==> config.mk <==
export PLATFORM = sky130hd
export DESIGN_NAME = burst_seq_top
export DESIGN_NICKNAME = d
export VERILOG_FILES = /design/src/rtl/burst_seq_pkg.sv /design/src/rtl/bseq_cfg_decode.sv /design/src/rtl/bseq_addr_map.sv /design/src/rtl/bseq_engine.sv /design/src/rtl/bseq_out_stage.sv /design/src/rtl/burst_seq_top.sv
export SDC_FILE = /design/constraint.sdc
export NUM_CORES = 1
export LEC_CHECK = 0
export BUFFER_PORTS_ARGS = -buffer_cell sky130_fd_sc_hd__buf_4
export CORE_MARGIN = 1.5
export CORE_UTILIZATION = 25
export CTS_BUF_LIST = sky130_fd_sc_hd__clkbuf_16
export DETAILED_ROUTE_END_ITERATION = 8
export PLACE_DENSITY = 0.41
export SYNTH_ARGS = -nofsm -noshare
export SYNTH_HDL_FRONTEND = slang
export SYNTH_SLANG_ARGS = --single-unit
==> constraint.sdc <==
create_clock -name clk -period 2.45 [get_ports clk]
set_input_delay 0.245 -clock clk [delete_from_list [all_inputs] [get_ports clk]]
set_output_delay 0.245 -clock clk [all_outputs]
set_load 0.005 [all_outputs]
==> src/rtl/burst_seq_pkg.sv <==
`timescale 1ns/1ps
package burst_seq_pkg;
  localparam int CFG_W    = 11;
  localparam int LEN_LSB  = 0;
  localparam int ORD_BIT  = 3;
  localparam int XLAT_LSB = 4;
  localparam int XLAT_W   = 4;
  localparam int YSEL_BIT = 8;
  localparam int EDGE_BIT = 9;
  localparam int LEAD_BIT = 10;

  localparam logic [2:0] LEN_FOUR  = 3'b001;
  localparam logic [2:0] LEN_EIGHT = 3'b010;
  localparam logic [2:0] LEN_UNBND = 3'b111;

  localparam logic [XLAT_W-1:0] XLAT_MIN = 4'd2;
  localparam logic [XLAT_W-1:0] XLAT_MAX = 4'd8;

  typedef struct packed {
    logic              ok;
    logic              cont;
    logic [2:0]        nm1;
    logic              ilv;
    logic [XLAT_W-1:0] xlat;
    logic              y2;
    logic              fall;
    logic              lead;
  } bseq_cfg_t;
endpackage

==> src/rtl/bseq_cfg_decode.sv <==
`timescale 1ns/1ps
module bseq_cfg_decode
  import burst_seq_pkg::*;
(
  input  logic [CFG_W-1:0] raw,
  output bseq_cfg_t        cfg
);
  logic [2:0]        len;
  logic [XLAT_W-1:0] xraw;

  assign len  = raw[LEN_LSB +: 3];
  assign xraw = raw[XLAT_LSB +: XLAT_W];

  always_comb begin
    cfg      = '0;
    cfg.ilv  = raw[ORD_BIT];
    cfg.y2   = raw[YSEL_BIT];
    cfg.fall = raw[EDGE_BIT];
    cfg.lead = raw[LEAD_BIT];
    cfg.xlat = (xraw >= XLAT_MIN && xraw <= XLAT_MAX) ? xraw : XLAT_MAX;
    unique case (len)
      LEN_FOUR:  begin cfg.ok = 1'b1; cfg.nm1 = 3'd3; end
      LEN_EIGHT: begin cfg.ok = 1'b1; cfg.nm1 = 3'd7; end
      LEN_UNBND: begin cfg.ok = 1'b1; cfg.cont = 1'b1; cfg.nm1 = 3'd7; end
      default:   begin cfg.ok = 1'b0; cfg.nm1 = 3'd3; end
    endcase
  end
endmodule

==> src/rtl/bseq_addr_map.sv <==
`timescale 1ns/1ps
module bseq_addr_map #(
  parameter int AW = 21
) (
  input  logic [AW-1:0] base,
  input  logic [AW-1:0] beat,
  input  logic          cont,
  input  logic          ilv,
  input  logic [2:0]    nm1,
  output logic [AW-1:0] addr
);
  localparam int GRP_BITS = 3;

  logic [AW-1:0] lin;
  logic [AW-1:0] xr;
  logic [AW-1:0] wrapped;
  logic [GRP_BITS-1:0] mask;

  assign lin  = base + beat;
  assign xr   = base ^ beat;
  assign mask = nm1;

  // Bits inside the wrap group come from the selected order, bits above are held.
  genvar gi;
  generate
    for (gi = 0; gi < AW; gi++) begin : g_bit
      if (gi < GRP_BITS) begin : g_low
        assign wrapped[gi] = mask[gi] ? (ilv ? xr[gi] : lin[gi]) : base[gi];
      end else begin : g_high
        assign wrapped[gi] = base[gi];
      end
    end
  endgenerate

  assign addr = cont ? lin : wrapped;
endmodule

==> src/rtl/bseq_engine.sv <==
`timescale 1ns/1ps
module bseq_engine
  import burst_seq_pkg::*;
#(
  parameter int AW = 21
) (
  input  logic          clk,
  input  logic          rst_n,
  input  logic          stb,
  input  logic [AW-1:0] start,
  input  bseq_cfg_t     cfg_in,
  output logic          vld_a,
  output logic [AW-1:0] addr_a,
  output logic          q_cont,
  output logic          q_y2,
  output logic          q_lead,
  output logic          q_fall
);
  logic              active;
  logic [XLAT_W-1:0] cnt;
  logic [AW-1:0]     beat;
  logic [AW-1:0]     base;
  logic              q_ilv;
  logic [2:0]        q_nm1;
  logic [AW-1:0]     next_addr;
  logic              last_beat;

  bseq_addr_map #(.AW(AW)) u_map (
    .base (base),
    .beat (beat),
    .cont (q_cont),
    .ilv  (q_ilv),
    .nm1  (q_nm1),
    .addr (next_addr)
  );

  assign last_beat = !q_cont && (beat[2:0] == q_nm1);

  // Runs one cycle ahead of the outputs, so the wait is loaded with X-2.
  always_ff @(posedge clk or negedge rst_n) begin
    if (!rst_n) begin
      active <= 1'b0;
      cnt    <= '0;
      beat   <= '0;
      base   <= '0;
      vld_a  <= 1'b0;
      addr_a <= '0;
      q_cont <= 1'b0;
      q_ilv  <= 1'b0;
      q_nm1  <= 3'd3;
      q_y2   <= 1'b0;
      q_lead <= 1'b0;
      q_fall <= 1'b0;
    end else if (stb) begin
      active <= cfg_in.ok;
      cnt    <= cfg_in.xlat - XLAT_MIN;
      beat   <= '0;
      base   <= start;
      vld_a  <= 1'b0;
      q_cont <= cfg_in.cont;
      q_ilv  <= cfg_in.ilv;
      q_nm1  <= cfg_in.nm1;
      q_y2   <= cfg_in.y2;
      q_lead <= cfg_in.lead;
      q_fall <= cfg_in.fall;
    end else if (active) begin
      if (cnt != '0) begin
        cnt   <= cnt - 1'b1;
        vld_a <= 1'b0;
      end else begin
        vld_a  <= 1'b1;
        addr_a <= next_addr;
        beat   <= beat + 1'b1;
        cnt    <= q_y2 ? XLAT_W'(1) : '0;
        if (last_beat) active <= 1'b0;
      end
    end else begin
      vld_a <= 1'b0;
    end
  end
endmodule

==> src/rtl/bseq_out_stage.sv <==
`timescale 1ns/1ps
module bseq_out_stage #(
  parameter int AW = 21
) (
  input  logic          clk,
  input  logic          rst_n,
  input  logic          stb,
  input  logic          vld_a,
  input  logic [AW-1:0] addr_a,
  input  logic          q_cont,
  input  logic          q_lead,
  input  logic          q_fall,
  output logic [AW-1:0] arr_addr,
  output logic          data_vld,
  output logic          rdy_oe,
  output logic          rdy_o
);
  logic          vld_b, vld_n;
  logic [AW-1:0] addr_b, addr_n;
  logic          rdy_r, rdy_n, oe_n;

  always_ff @(posedge clk or negedge rst_n) begin
    if (!rst_n) begin
      vld_b  <= 1'b0;
      addr_b <= '0;
    end else begin
      vld_b <= stb ? 1'b0 : vld_a;
      if (vld_a && !stb) addr_b <= addr_a;
    end
  end

  assign rdy_r = q_cont & (q_lead ? vld_a : vld_b);

  always_ff @(negedge clk or negedge rst_n) begin
    if (!rst_n) begin
      vld_n  <= 1'b0;
      addr_n <= '0;
      rdy_n  <= 1'b0;
      oe_n   <= 1'b0;
    end else begin
      vld_n  <= vld_b;
      addr_n <= addr_b;
      rdy_n  <= rdy_r;
      oe_n   <= q_cont;
    end
  end

  assign data_vld = q_fall ? vld_n  : vld_b;
  assign arr_addr = q_fall ? addr_n : addr_b;
  assign rdy_o    = q_fall ? rdy_n  : rdy_r;
  assign rdy_oe   = q_fall ? oe_n   : q_cont;
endmodule

==> src/rtl/burst_seq_top.sv <==
`timescale 1ns/1ps
module burst_seq_top
  import burst_seq_pkg::*;
#(
  parameter int AW = 21
) (
  input  logic             clk,
  input  logic             rst_n,
  input  logic             lat_stb,
  input  logic [AW-1:0]    start_addr,
  input  logic [CFG_W-1:0] cfg_word,
  output logic [AW-1:0]    arr_addr,
  output logic             data_vld,
  output logic             rdy_oe,
  output logic             rdy_o
);
  bseq_cfg_t     cfg_dec;
  logic          vld_a;
  logic [AW-1:0] addr_a;
  logic          q_cont, q_y2, q_lead, q_fall;

  bseq_cfg_decode u_dec (
    .raw (cfg_word),
    .cfg (cfg_dec)
  );

  bseq_engine #(.AW(AW)) u_eng (
    .clk    (clk),
    .rst_n  (rst_n),
    .stb    (lat_stb),
    .start  (start_addr),
    .cfg_in (cfg_dec),
    .vld_a  (vld_a),
    .addr_a (addr_a),
    .q_cont (q_cont),
    .q_y2   (q_y2),
    .q_lead (q_lead),
    .q_fall (q_fall)
  );

  bseq_out_stage #(.AW(AW)) u_out (
    .clk      (clk),
    .rst_n    (rst_n),
    .stb      (lat_stb),
    .vld_a    (vld_a),
    .addr_a   (addr_a),
    .q_cont   (q_cont),
    .q_lead   (q_lead),
    .q_fall   (q_fall),
    .arr_addr (arr_addr),
    .data_vld (data_vld),
    .rdy_oe   (rdy_oe),
    .rdy_o    (rdy_o)
  );
endmodule

# --- Word-level counts from Yosys, hierarchy flattened ---
# Cells that the tools add are included.
classes:
  addsub: 4
  n_lt_le_gt_ge: 2
  n_eq_ne: 5
  mux: 31
  n_bitwise: 4
  reduce_logical: 11
ops:
  columns: ["cell", "count"]
  rows:
  - ["21-bit two-way mux", 5]
  - ["21-bit by 1-bit adder with 21-bit output, second input constant", 1]
  - ["21-bit adder", 1]
  - ["1-bit two-way mux", 21]
  - ["4-bit two-way mux", 4]
  - ["4-bit by 2-bit >= comparator with 1-bit output, second input constant", 1]
  - ["4-bit less-or-equal comparator, second input constant", 1]
  - ["4-bit nonzero test", 1]
  - ["4-bit by 1-bit subtractor with 4-bit output, second input constant", 1]
  - ["4-bit by 2-bit subtractor with 4-bit output, second input constant", 1]
  - ["3-bit by 1-bit equality test with 1-bit output, second input constant", 1]
  - ["3-bit by 2-bit equality test with 1-bit output, second input constant", 1]
  - ["3-bit equality test", 1]
  - ["3-bit equality test, second input constant", 1]
  - ["1-bit logical AND", 3]
  - ["3-bit two-way mux", 1]
  - ["3-bit AND reduction", 1]
  - ["3-bit OR reduction", 1]
  - ["3-bit XOR", 1]
  - ["1-bit logical NOT", 2]
  - ["2-bit != test, second input constant", 1]
  - ["1-bit inverter", 2]
  - ["2-bit AND reduction", 1]
  - ["2-bit nonzero test", 1]
  - ["2 further kinds", 2]
word_totals:
  register_bits: 123
  inputBits: 35
  out_inout_bits: 24
  elab_cells: 75

# --- Depth between registers and ports, before layout ---
# Gate-level depths: netlist of run 1.
depth:
  depth_word: 6
  ltp_mapped: 10

# --- By module ---
# Synthesis of run 1 repeated with hierarchy kept, for this count alone.
hier_totals:
  cells_unflattened: 563
  area_unflattened_um2: 6553.8
modules_own_cells:
  columns: ["module", "n_inst", "cells_per_inst", "area_each_um2", "seq_area_each_um2"]
  rows:
  - ["bseq_engine", 1, 262, 3334.4, 1929.4]
  - ["bseq_out_stage", 1, 102, 1744.2, 1151.1]
  - ["bseq_addr_map", 1, 181, 1353.8, 0.0]
  - ["bseq_cfg_decode", 1, 18, 121.4, 0.0]

==> results.cfg, run 1 <==
[floorplanning]
die_y_um = 156.3
dieArea_um2 = 24440
die_w_um = 156.3
core_area_um2 = 22850
row_count = 55
pin_count = 59
start_util_pct = 25.73

[pwr]
total_power_mw = 6.216
internal_power_mw = 4.669
combPwrFrac_pct = 18.0
worst_ir_drop_vdd_mv = 0.3714
p_sw_share_pct = 24.89
p_clk_share_pct = 38.6
p_seq_share_pct = 43.4
p_leak_nw = 3.612
p_per_area_nw_per_um2 = 801.8
switchingPower_mw = 1.547

[logic_synthesis]
synth_edf_count = 0
synth_compound_area_share_pct = 11.28
synth_adder_area_share_pct = 5.023
synth_cell_types = 49
synthCells = 528
synthMuxAreaShare_pct = 14.20
synthSimpleGateAreaFrac_pct = 10.69
syn_area_um2 = 5878
ys_seq_area_share_pct = 51.51
avgSynthCellArea_um2 = 11.13
synthArstFlopShare_pct = 100.0
ys_seq_elements = 121
synth_ff_type = dfrtp_1
postSynthNetCount = 586
synth_top_family_by_area = multiplexers
synth_xor_area_share_pct = 5.364
ys_warn_count = 0

[timing]
rsz0062_at_grt = yes
tns_ps = -2423
hold_viol = 0
fin_skew_ps = 22.38
setup_viol = 25
tightest_slew_ps = 1086
relSlewSlack_pct = 27.28
finalMaxSlewViolations = 0
setup_slack_ps = -114.3

[worst_setup_path]
slowest_stage = dfrtn_1
crit_start = u_out.addr_n[14]$_DFF_NN0_
reg2reg_depth = 9
r2r_slack_ps = -10
r2r-start = u_eng.base[0]$_DFFE_PN0P_
cpPeakStageDelay_ps = 330
worstPathCellList = mux2_4 > buf_6
crit_path_start_kind = flop
worstSetupEndpointType = primary output
critPathArrivalTime_ps = 2320
path_class = reg2out
regToRegEndpoint = u_eng.addr_a[20]$_DFFE_PN0P_
crit_fanout = 1
cp_data_required_time_ps = 2200
crit_end = arr_addr[14]

[min_path]
hold_class = in2reg

[placed_design]
globalplace.congestion = 0.8275
dp_hpwl_um = 10120
placedInstanceArea_um2 = 6918
io_buffers = 58
post-place-ws_ps = -200.2

[cts]
cts_tree = done
cts-root-buf = clkbuf_16
worst_skew_pair.late_latency_ps = 410
htreeDepth = 4
cts_inserted_buffers = 17
clock-sinks = 121
cts.clk_slew.worst_paths_ps = 50
cts_buffer_depth = 2

[grt]
grt_max_degree = 55
grt_pass1_wl_um = 23430
overflow = 0
track_usage_pct = 12.44
grt_pass1_vias = 4368
antenna_found_initial = 0

[run_status]
failed_checks = negative setup slack
status = finished, violations left

[finish]
fin_area_um2 = 7752
nFillCells = 2326
diodes = 0
nets = 689
syn2layout_area_growth_pct = 31.89
layout-drive-gt1-share_pct = 34.53

[routing]
drtIter0Drc = 162
finalWirelength_um = 13920
first_pass_iters = 4
detail_route.wl_per_cell_um = 14.56
postRouteAntennaNets = 0
vias = 4201
viasPerCell = 4.394
drc_errors = 0

[flow_run]
maxCapViolCount = 0
worst min path at each step:
stage	from	to	slack, ps	cells past startpoint
global route	cfg_word[8]	u_eng.q_y2$_DFFE_PN0P_	30	3
floorplan	rst_n	u_eng.active$_DFF_PN0_	-50	0
global placement	rst_n	u_out.addr_b[2]$_DFFE_PN0P_	250	1
finish	cfg_word[8]	u_eng.q_y2$_DFFE_PN0P_	50	3
CTS	cfg_word[8]	u_eng.q_y2$_DFFE_PN0P_	30	3
detailed placement	rst_n	u_eng.addr_a[2]$_DFFE_PN0P_	240	1
repair_timing:
| item | CTS | global route |
|---|---|---|
| endpoints found under the hold margin | 5 | 0 |
| endpoints found under the setup margin | 31 | 33 |
| hold buffers | 1 | 0 |
| buffers inserted | 1 | 7 |
| pin swaps | 6 | 19 |
| gates resized for setup | 33 | 17 |
cells in the mapped netlist, types with 2 or more instances:
cell,instances,share of area (%)
dfrtp_1,97,41
mux2_2,67,13
nand2_1,45,2.9
nor2_1,37,2.4
a21oi_1,31,2.6
xor2_1,25,3.7
dfrtn_1,24,10
ha_1,22,4.7
o21ai_1,20,1.7
clkbuf_1,19,1.2
o21ai_0,18,1.5
and3_1,13,1.4
nand3_1,11,0.94
xnor2_1,11,1.6
inv_1,8,0.51
mux2i_1,8,1.4
a21o_1,7,0.89
o21bai_1,7,0.89
a211oi_1,6,0.77
nor3_1,6,0.51
nand2b_1,5,0.53
a31oi_1,4,0.43
nand4_1,4,0.43
nor2b_1,3,0.32
nor3b_1,2,0.26
o211ai_1,2,0.26
o22ai_1,2,0.21
o31ai_1,2,0.26
or2_2,2,0.21
placed cells by master (no fill, tap or decap), types with 16 or more instances in the layout:
cell type  netlist  layout
nand2_1         45      45
o21ai_1         20      21
buf_6            0      22
xor2_1          25      25
a21oi_1         31      28
buf_4            0      82
ha_1            22      19
mux2_2          67      58
nor2_1          37      37
dfrtp_1         97      97
clkbuf_16        0      17
dfrtn_1         24      24
o21ai_0         18      16
per-layer routing:
layer / part of all wire (%) / GRT usage [%] / vias to the layer above
met3: 2.7 / 2.271 / 13
met5: 0 / 0 / -
met2: 46 / 19.43 / 55
met1: 49 / 16.88 / 2045
met4: 1.8 / 5.261 / 0
li1: - / - / 2088
critical path: cells and delay by family, from the launching register on:
family                 cells  cell delay [ps]
buffers and inverters      1              110
flip-flops                 1              330
multiplexers               1              260
stage by stage:
stage	hold slack [ps]	util, %	std cells
CTS	32.60	33.42	949
detailed placement	238.7	30.28	916
finish	47.53	33.93	956
global route	34.15	33.93	956
global placement	246.3	30.28	916
floorplan	-50.59	-	528
registers in the layout (all words and copies together) (netlist names):
register / cells
u_eng.addr_a: 21
u_eng.base: 21
u_eng.beat: 21
u_out.addr_b: 21
u_out.addr_n: 21
u_eng.cnt: 4
u_eng.active: 1
u_eng.q_cont: 1
u_eng.q_fall: 1
u_eng.q_ilv: 1
u_eng.q_lead: 1
u_eng.q_nm1: 1
u_eng.q_y2: 1
u_eng.vld_a: 1
u_out.oe_n: 1
u_out.rdy_n: 1
u_out.vld_b: 1
u_out.vld_n: 1
power by group through the flow:
stage	registers, mW	logic [mW]	clock network [mW]
after floorplan	2.62	0.602	0
after global placement	2.72	0.991	0
after detailed placement	2.74	1.00	0
after CTS	2.71	1.11	2.48
after global routing	2.77	1.26	2.59
final	2.70	1.12	2.40
logic make-up (layout without fill, tap and decap cells):
group	count (synthesis)	after routing
buffers and inverters	30	145
multiplexers	75	75
AO/OA/AOI/OAI	108	108
adder cells (fa/ha/maj)	23	23
AND/OR/NAND/NOR	135	135
flip-flops	121	121
XOR/XNOR	36	36
final cells by class:
type | count | area [um^2] | area share, %
multi-input combinational | 377 | 2858 | 36.86
clock inverter | 14 | 142.6 | 1.840
inverter | 9 | 33.78 | 0.4358
tap | 313 | 391.6 | 5.052
clock buffer | 17 | 425.4 | 5.487
sequential | 121 | 3028 | 39.06
timing repair buffer | 105 | 873.3 | 11.27
No activity file was read; power rests on OpenSTA's default activity.
==> run 2: changes to the inputs <==
--- a/config.mk
+++ b/config.mk
@@ -5,12 +5,14 @@
 export SDC_FILE = /design/constraint.sdc
 export NUM_CORES = 1
 export LEC_CHECK = 0
+export ABC_AREA = 1
 export BUFFER_PORTS_ARGS = -buffer_cell sky130_fd_sc_hd__buf_4
 export CORE_MARGIN = 1.5
 export CORE_UTILIZATION = 25
 export CTS_BUF_LIST = sky130_fd_sc_hd__clkbuf_16
 export DETAILED_ROUTE_END_ITERATION = 8
-export PLACE_DENSITY = 0.41
+export MAX_ROUTING_LAYER = met4
+export PLACE_DENSITY = 0.4
 export SYNTH_ARGS = -nofsm -noshare
 export SYNTH_HDL_FRONTEND = slang
 export SYNTH_SLANG_ARGS = --single-unit
==> results.cfg, run 2 <==
[pwr]
total_power_mw = 5.899
p_leak_nw = 4.239
worst_ir_drop_vdd_mv = 0.3833
p_per_area_nw_per_um2 = 719.6

[worst_setup_path]
critPathArrivalTime_ps = 2260
worstSetupEndpointType = primary output
crit_path_start_kind = flop
path_class = reg2out
crit_fanout = 1
cp_data_required_time_ps = 2200

[logic_synthesis]
yosysTopAreaCell = dfrtp_1
yosysTopAreaCellShare_pct = 36.40
synth_edf_count = 0
synth_ff_type = dfrtp_1
synthArstFlopShare_pct = 100.0
ys_seq_elements = 121
ys_warn_count = 0
ys_seq_area_share_pct = 45.40
synthCells = 905
syn_area_um2 = 6669
synth_cell_types = 38
postSynthNetCount = 963
synth_common_cells = nand2_1, dfrtp_1, inv_1
avgSynthCellArea_um2 = 7.369
synth_most_common_cell = nand2_1
synth_area_leaders = dfrtp_1, nand2_1, dfrtn_1

[finish]
layout-drive-gt1-share_pct = 13.85
final_cell_mix = nand2_1, dfrtp_1, inv_1
fin_area_um2 = 8198
final_common_cell = nand2_1
nets = 1034
fin_cells = 1325
syn2layout_area_growth_pct = 22.93

[timing]
setup_slack_ps = -56.48
relSlewSlack_pct = 55.60
setup_viol = 23
fin_skew_ps = 23.98
rsz0062_at_grt = yes
finalMaxSlewViolations = 0
tns_ps = -582.6
whs_ps = 18.17
hold_viol = 0
tightest_slew_ps = 666.0

[grt]
grt_pass1_vias = 5871
overflow = 0
track_usage_pct = 14.96
grt_max_degree = 49
grt_pass1_wl_um = 31520
antenna_found_initial = 1

[routing]
route.met2.wl_um = 8416
vias = 5797
drtIter0Drc = 275
detail_route.wl_per_cell_um = 14.22
viasPerCell = 4.375
drt-met1-wl_um = 9454
routed.top_layer = met4
finalWirelength_um = 18840
postRouteAntennaNets = 0
dr_wl_met3_um = 665
first_pass_iters = 7
drc_errors = 6

[cts]
post-cts-setup-buffers = 0
clock-sinks = 121
worst_skew_pair.late_latency_ps = 430
htreeDepth = 4
cts.clk_slew.worst_paths_ps = 60
cts-root-buf = clkbuf_16
cts_tree = done
cts_inserted_buffers = 17
cts_buffer_depth = 2

[placed_design]
dp_cells = 1291
dp_hpwl_um = 14170
io_buffers = 58
placedInstanceArea_um2 = 7557
globalplace.congestion = 0.8216

[floorplanning]
start_util_pct = 25.52
dieArea_um2 = 27660
core_area_um2 = 26130
pin_count = 59
die_w_um = 166.3
row_count = 59
die_y_um = 166.3

[flow_run]
maxCapViolCount = 0

[min_path]
hold_class = in2reg

[run_status]
status = finished, violations left
failed_checks = design-rule violations, negative setup slack
==> run 2: metal layers <==
metal  vias up  global-route usage, %
met1      2662                  19.80
met3        20                  2.693
li1       3038                      -
met4         0                  5.257
met2        77                  22.95
met5         -                      -
==> run 2: metrics by stage <==
step           utilization (%)  setup slack (ps)
6_report                 31.37            -56.48
3_5_place_dp             28.92             317.8
3_3_place_gp             28.92             322.3
2_1_floorplan                -             426.6
5_1_grt                  31.37            -125.8
4_1_cts                  31.28            -94.13
==> run 2: power by group <==
part / total, mW / internal, mW / switching, mW
clock: 2.61 / 1.58 / 1.02
combinational: 0.792 / 0.338 / 0.453
sequential: 2.50 / 2.32 / 0.182
==> run 2: area by class of cell <==
class,count,area [um^2]
tap,335,419.2
antenna,1,2.502
clock buffer,18,450.4
inverter,102,382.9
clock inverter,14,157.7
fill,2903,17930
sequential,121,3028
timing repair buffer,77,588.1
multi-input combinational,657,3169
==> run 2: timing repair <==
item | 4_1_cts | 5_1_grt
endpoints found under the hold margin | 8 | 0
resized for setup | 2 | 8
pin swaps | 15 | 5
hold buffers | 1 | 0
setup endpoints to repair | 24 | 24
==> run 2: worst max-delay path, cell delays in order, from the launching register on <==
cell and delay [ps]:
dfrtn_1 380, nand2_1 40, o21ai_0 80, buf_4 130
==> run 2: cell families after synthesis <==
| kind of cell | synth area share [%] |
|---|---|
| AO/OA/AOI/OAI | 9.812 |
| XOR/XNOR | 1.182 |
| adder cells (fa/ha/maj) | 4.428 |
| buffers and inverters | 7.261 |
| flip-flops | 45.40 |
| AND/OR/NAND/NOR | 31.91 |
==> run 2: final timing paths <==
kind,from,to,slack [ps],depth (start not counted)
worst max-delay path,u_out.addr_n[12]$_DFF_NN0_,arr_addr[12],-60,3
worst min-delay path,start_addr[3],u_eng.base[3]$_DFFE_PN0P_,20,3
worst max register to register,u_eng.beat[0]$_DFFE_PN0P_,u_eng.addr_a[16]$_DFFE_PN0P_,320,12
worst min register to register,u_eng.addr_a[4]$_DFFE_PN0P_,u_out.addr_b[4]$_DFFE_PN0P_,480,2
max in group asynchronous,rst_n,u_out.addr_n[10]$_DFF_NN0_,600,2
min in group asynchronous,rst_n,u_eng.addr_a[12]$_DFFE_PN0P_,350,2
==> run 3: changes to the inputs <==
--- a/config.mk
+++ b/config.mk
@@ -11,8 +11,9 @@
 export CORE_UTILIZATION = 25
 export CTS_BUF_LIST = sky130_fd_sc_hd__clkbuf_16
 export DETAILED_ROUTE_END_ITERATION = 8
+export HOLD_SLACK_MARGIN = 0.1
 export MAX_ROUTING_LAYER = met4
-export PLACE_DENSITY = 0.4
+export PLACE_DENSITY = 0.51
 export SYNTH_ARGS = -nofsm -noshare
 export SYNTH_HDL_FRONTEND = slang
 export SYNTH_SLANG_ARGS = --single-unit
==> results.cfg, run 3 (synthesized netlist as in run 2, its figures left out) <==
[min_path]
hold_class = in2reg

[placed_design]
globalplace.congestion = 0.8569
placedInstanceArea_um2 = 7505
io_buffers = 58
dp_hpwl_um = 13340
dp_cells = 1284

[worst_setup_path]
critPathArrivalTime_ps = 2260
crit_path_start_kind = flop
worstSetupEndpointType = primary output
path_class = reg2out
crit_fanout = 1
cp_data_required_time_ps = 2200

[routing]
drc_errors = 3
postRouteAntennaNets = 0
finalWirelength_um = 18020
first_pass_iters = 7
vias = 5942
detail_route.wl_per_cell_um = 13.39
viasPerCell = 4.415
drtIter0Drc = 340

[flow_run]
maxCapViolCount = 0

[finish]
nFillCells = 2838
fin_cells = 1346
layout-drive-gt1-share_pct = 11.98
syn2layout_area_growth_pct = 26.02
final_util_pct = 32.16
fin_area_um2 = 8404
final_common_cell = nand2_1
nets = 1055
final_cell_mix = nand2_1, inv_1, dfrtp_1

[cts]
cts_tree = done
worst_skew_pair.late_latency_ps = 420
cts_buffer_depth = 2
post-cts-setup-buffers = 0
htreeDepth = 4
clock-sinks = 121
cts-root-buf = clkbuf_16
cts_inserted_buffers = 17
cts.clk_slew.worst_paths_ps = 60

[floorplanning]
dieArea_um2 = 27660
die_y_um = 166.3
start_util_pct = 25.52
core_area_um2 = 26130
row_count = 59
pin_count = 59
die_w_um = 166.3

[timing]
whs_ps = 116.7
tightest_slew_ps = 659.6
relSlewSlack_pct = 56.03
finalMaxSlewViolations = 0
setup_viol = 24
setup_slack_ps = -57.25
fin_skew_ps = 24.42
rsz0062_at_grt = yes
hold_viol = 0

[grt]
grt_pass1_vias = 5651
grt_max_degree = 50
overflow = 0
antenna_found_initial = 1
grt_pass1_wl_um = 29570
track_usage_pct = 13.91

[run_status]
failed_checks = design-rule violations, negative setup slack
status = finished, violations left

[pwr]
p_per_area_nw_per_um2 = 704.8
worst_ir_drop_vdd_mv = 0.4488
p_leak_nw = 4.304
run 3: cell count changes in the layout (fill, tap and decap cells not counted), moves of 4 or more:
cell | before | now
clkinv_1 | 3 | 7
dlygate4sd3_1 | 1 | 29
inv_6 | 5 | 1
buf_4 | 74 | 69
run 3: routing by layer:
| layer | vias up | track usage, % | share of wire, % |
|---|---|---|---|
| li1 | 3086 | - | - |
| met1 | 2721 | 18.15 | 49 |
| met2 | 115 | 21.87 | 46 |
| met3 | 20 | 2.479 | 3.7 |
| met4 | 0 | 4.545 | 1.2 |
| met5 | - | - | 0 |
run 3: final cells by class:
type                       count  area, um^2  share of cell area (%)
multi-input combinational    657        3157                   37.56
sequential                   121        3028                   36.03
timing repair buffer          98       808.3                   9.617
clock buffer                  17       425.4                   5.062
tap                          335       419.2                   4.987
inverter                     102       382.9                   4.556
clock inverter                15       181.4                   2.159
antenna                        1       2.502                 0.02978
run 3: per-stage QoR:
| stage | setup TNS [ps] | power (mW) | worst slack, ps |
|---|---|---|---|
| after floorplan | 0 | 2.954 | 426.6 |
| after global placement | 0 | 3.304 | 323.0 |
| after detailed placement | 0 | 3.322 | 343.1 |
| after CTS | -856.1 | 6.011 | -70.25 |
| after global routing | -1776 | 6.241 | -129.8 |
| final | -570.3 | 5.923 | -57.25 |
run 3: where the power goes:
group	leakage, nW	total (mW)	switching (mW)	internal (mW)
clock network	0.294	2.61	0.931	1.68
logic	2.44	0.806	0.450	0.356
registers	1.57	2.50	0.183	2.32
total	4.30	5.92	1.56	4.36
run 3: timing repair:
action                     in CTS  in global routing
setup endpoints to repair      24                 24
hold endpoints to repair       33                  0
gates resized for setup         3                  1
cloned                          0                  0
pin swaps                      18                  0
hold buffers                   29                  0
run 3: worst max-delay path, cell delays in order (launching register included):
cell and delay [ps]:
dfrtn_1 380, nand2_1 40, o21ai_1 90, buf_4 130
run 3: worst paths after layout:
path / startpoint / to / slack (ps) / cells past startpoint
setup / recovery: u_out.oe_n$_DFF_NN0_ / rdy_oe / -60 / 3
hold / removal: cfg_word[4] / u_eng.cnt[0]$_DFFE_PN0P_ / 120 / 3
setup reg to reg: u_eng.beat[0]$_DFFE_PN0P_ / u_eng.addr_a[16]$_DFFE_PN0P_ / 310 / 12
hold reg to reg: u_eng.addr_a[13]$_DFFE_PN0P_ / u_eng.addr_a[13]$_DFFE_PN0P_ / 480 / 2
max in group asynchronous: rst_n / u_out.rdy_n$_DFF_NN0_ / 610 / 2
min in group asynchronous: rst_n / u_eng.addr_a[13]$_DFFE_PN0P_ / 370 / 2
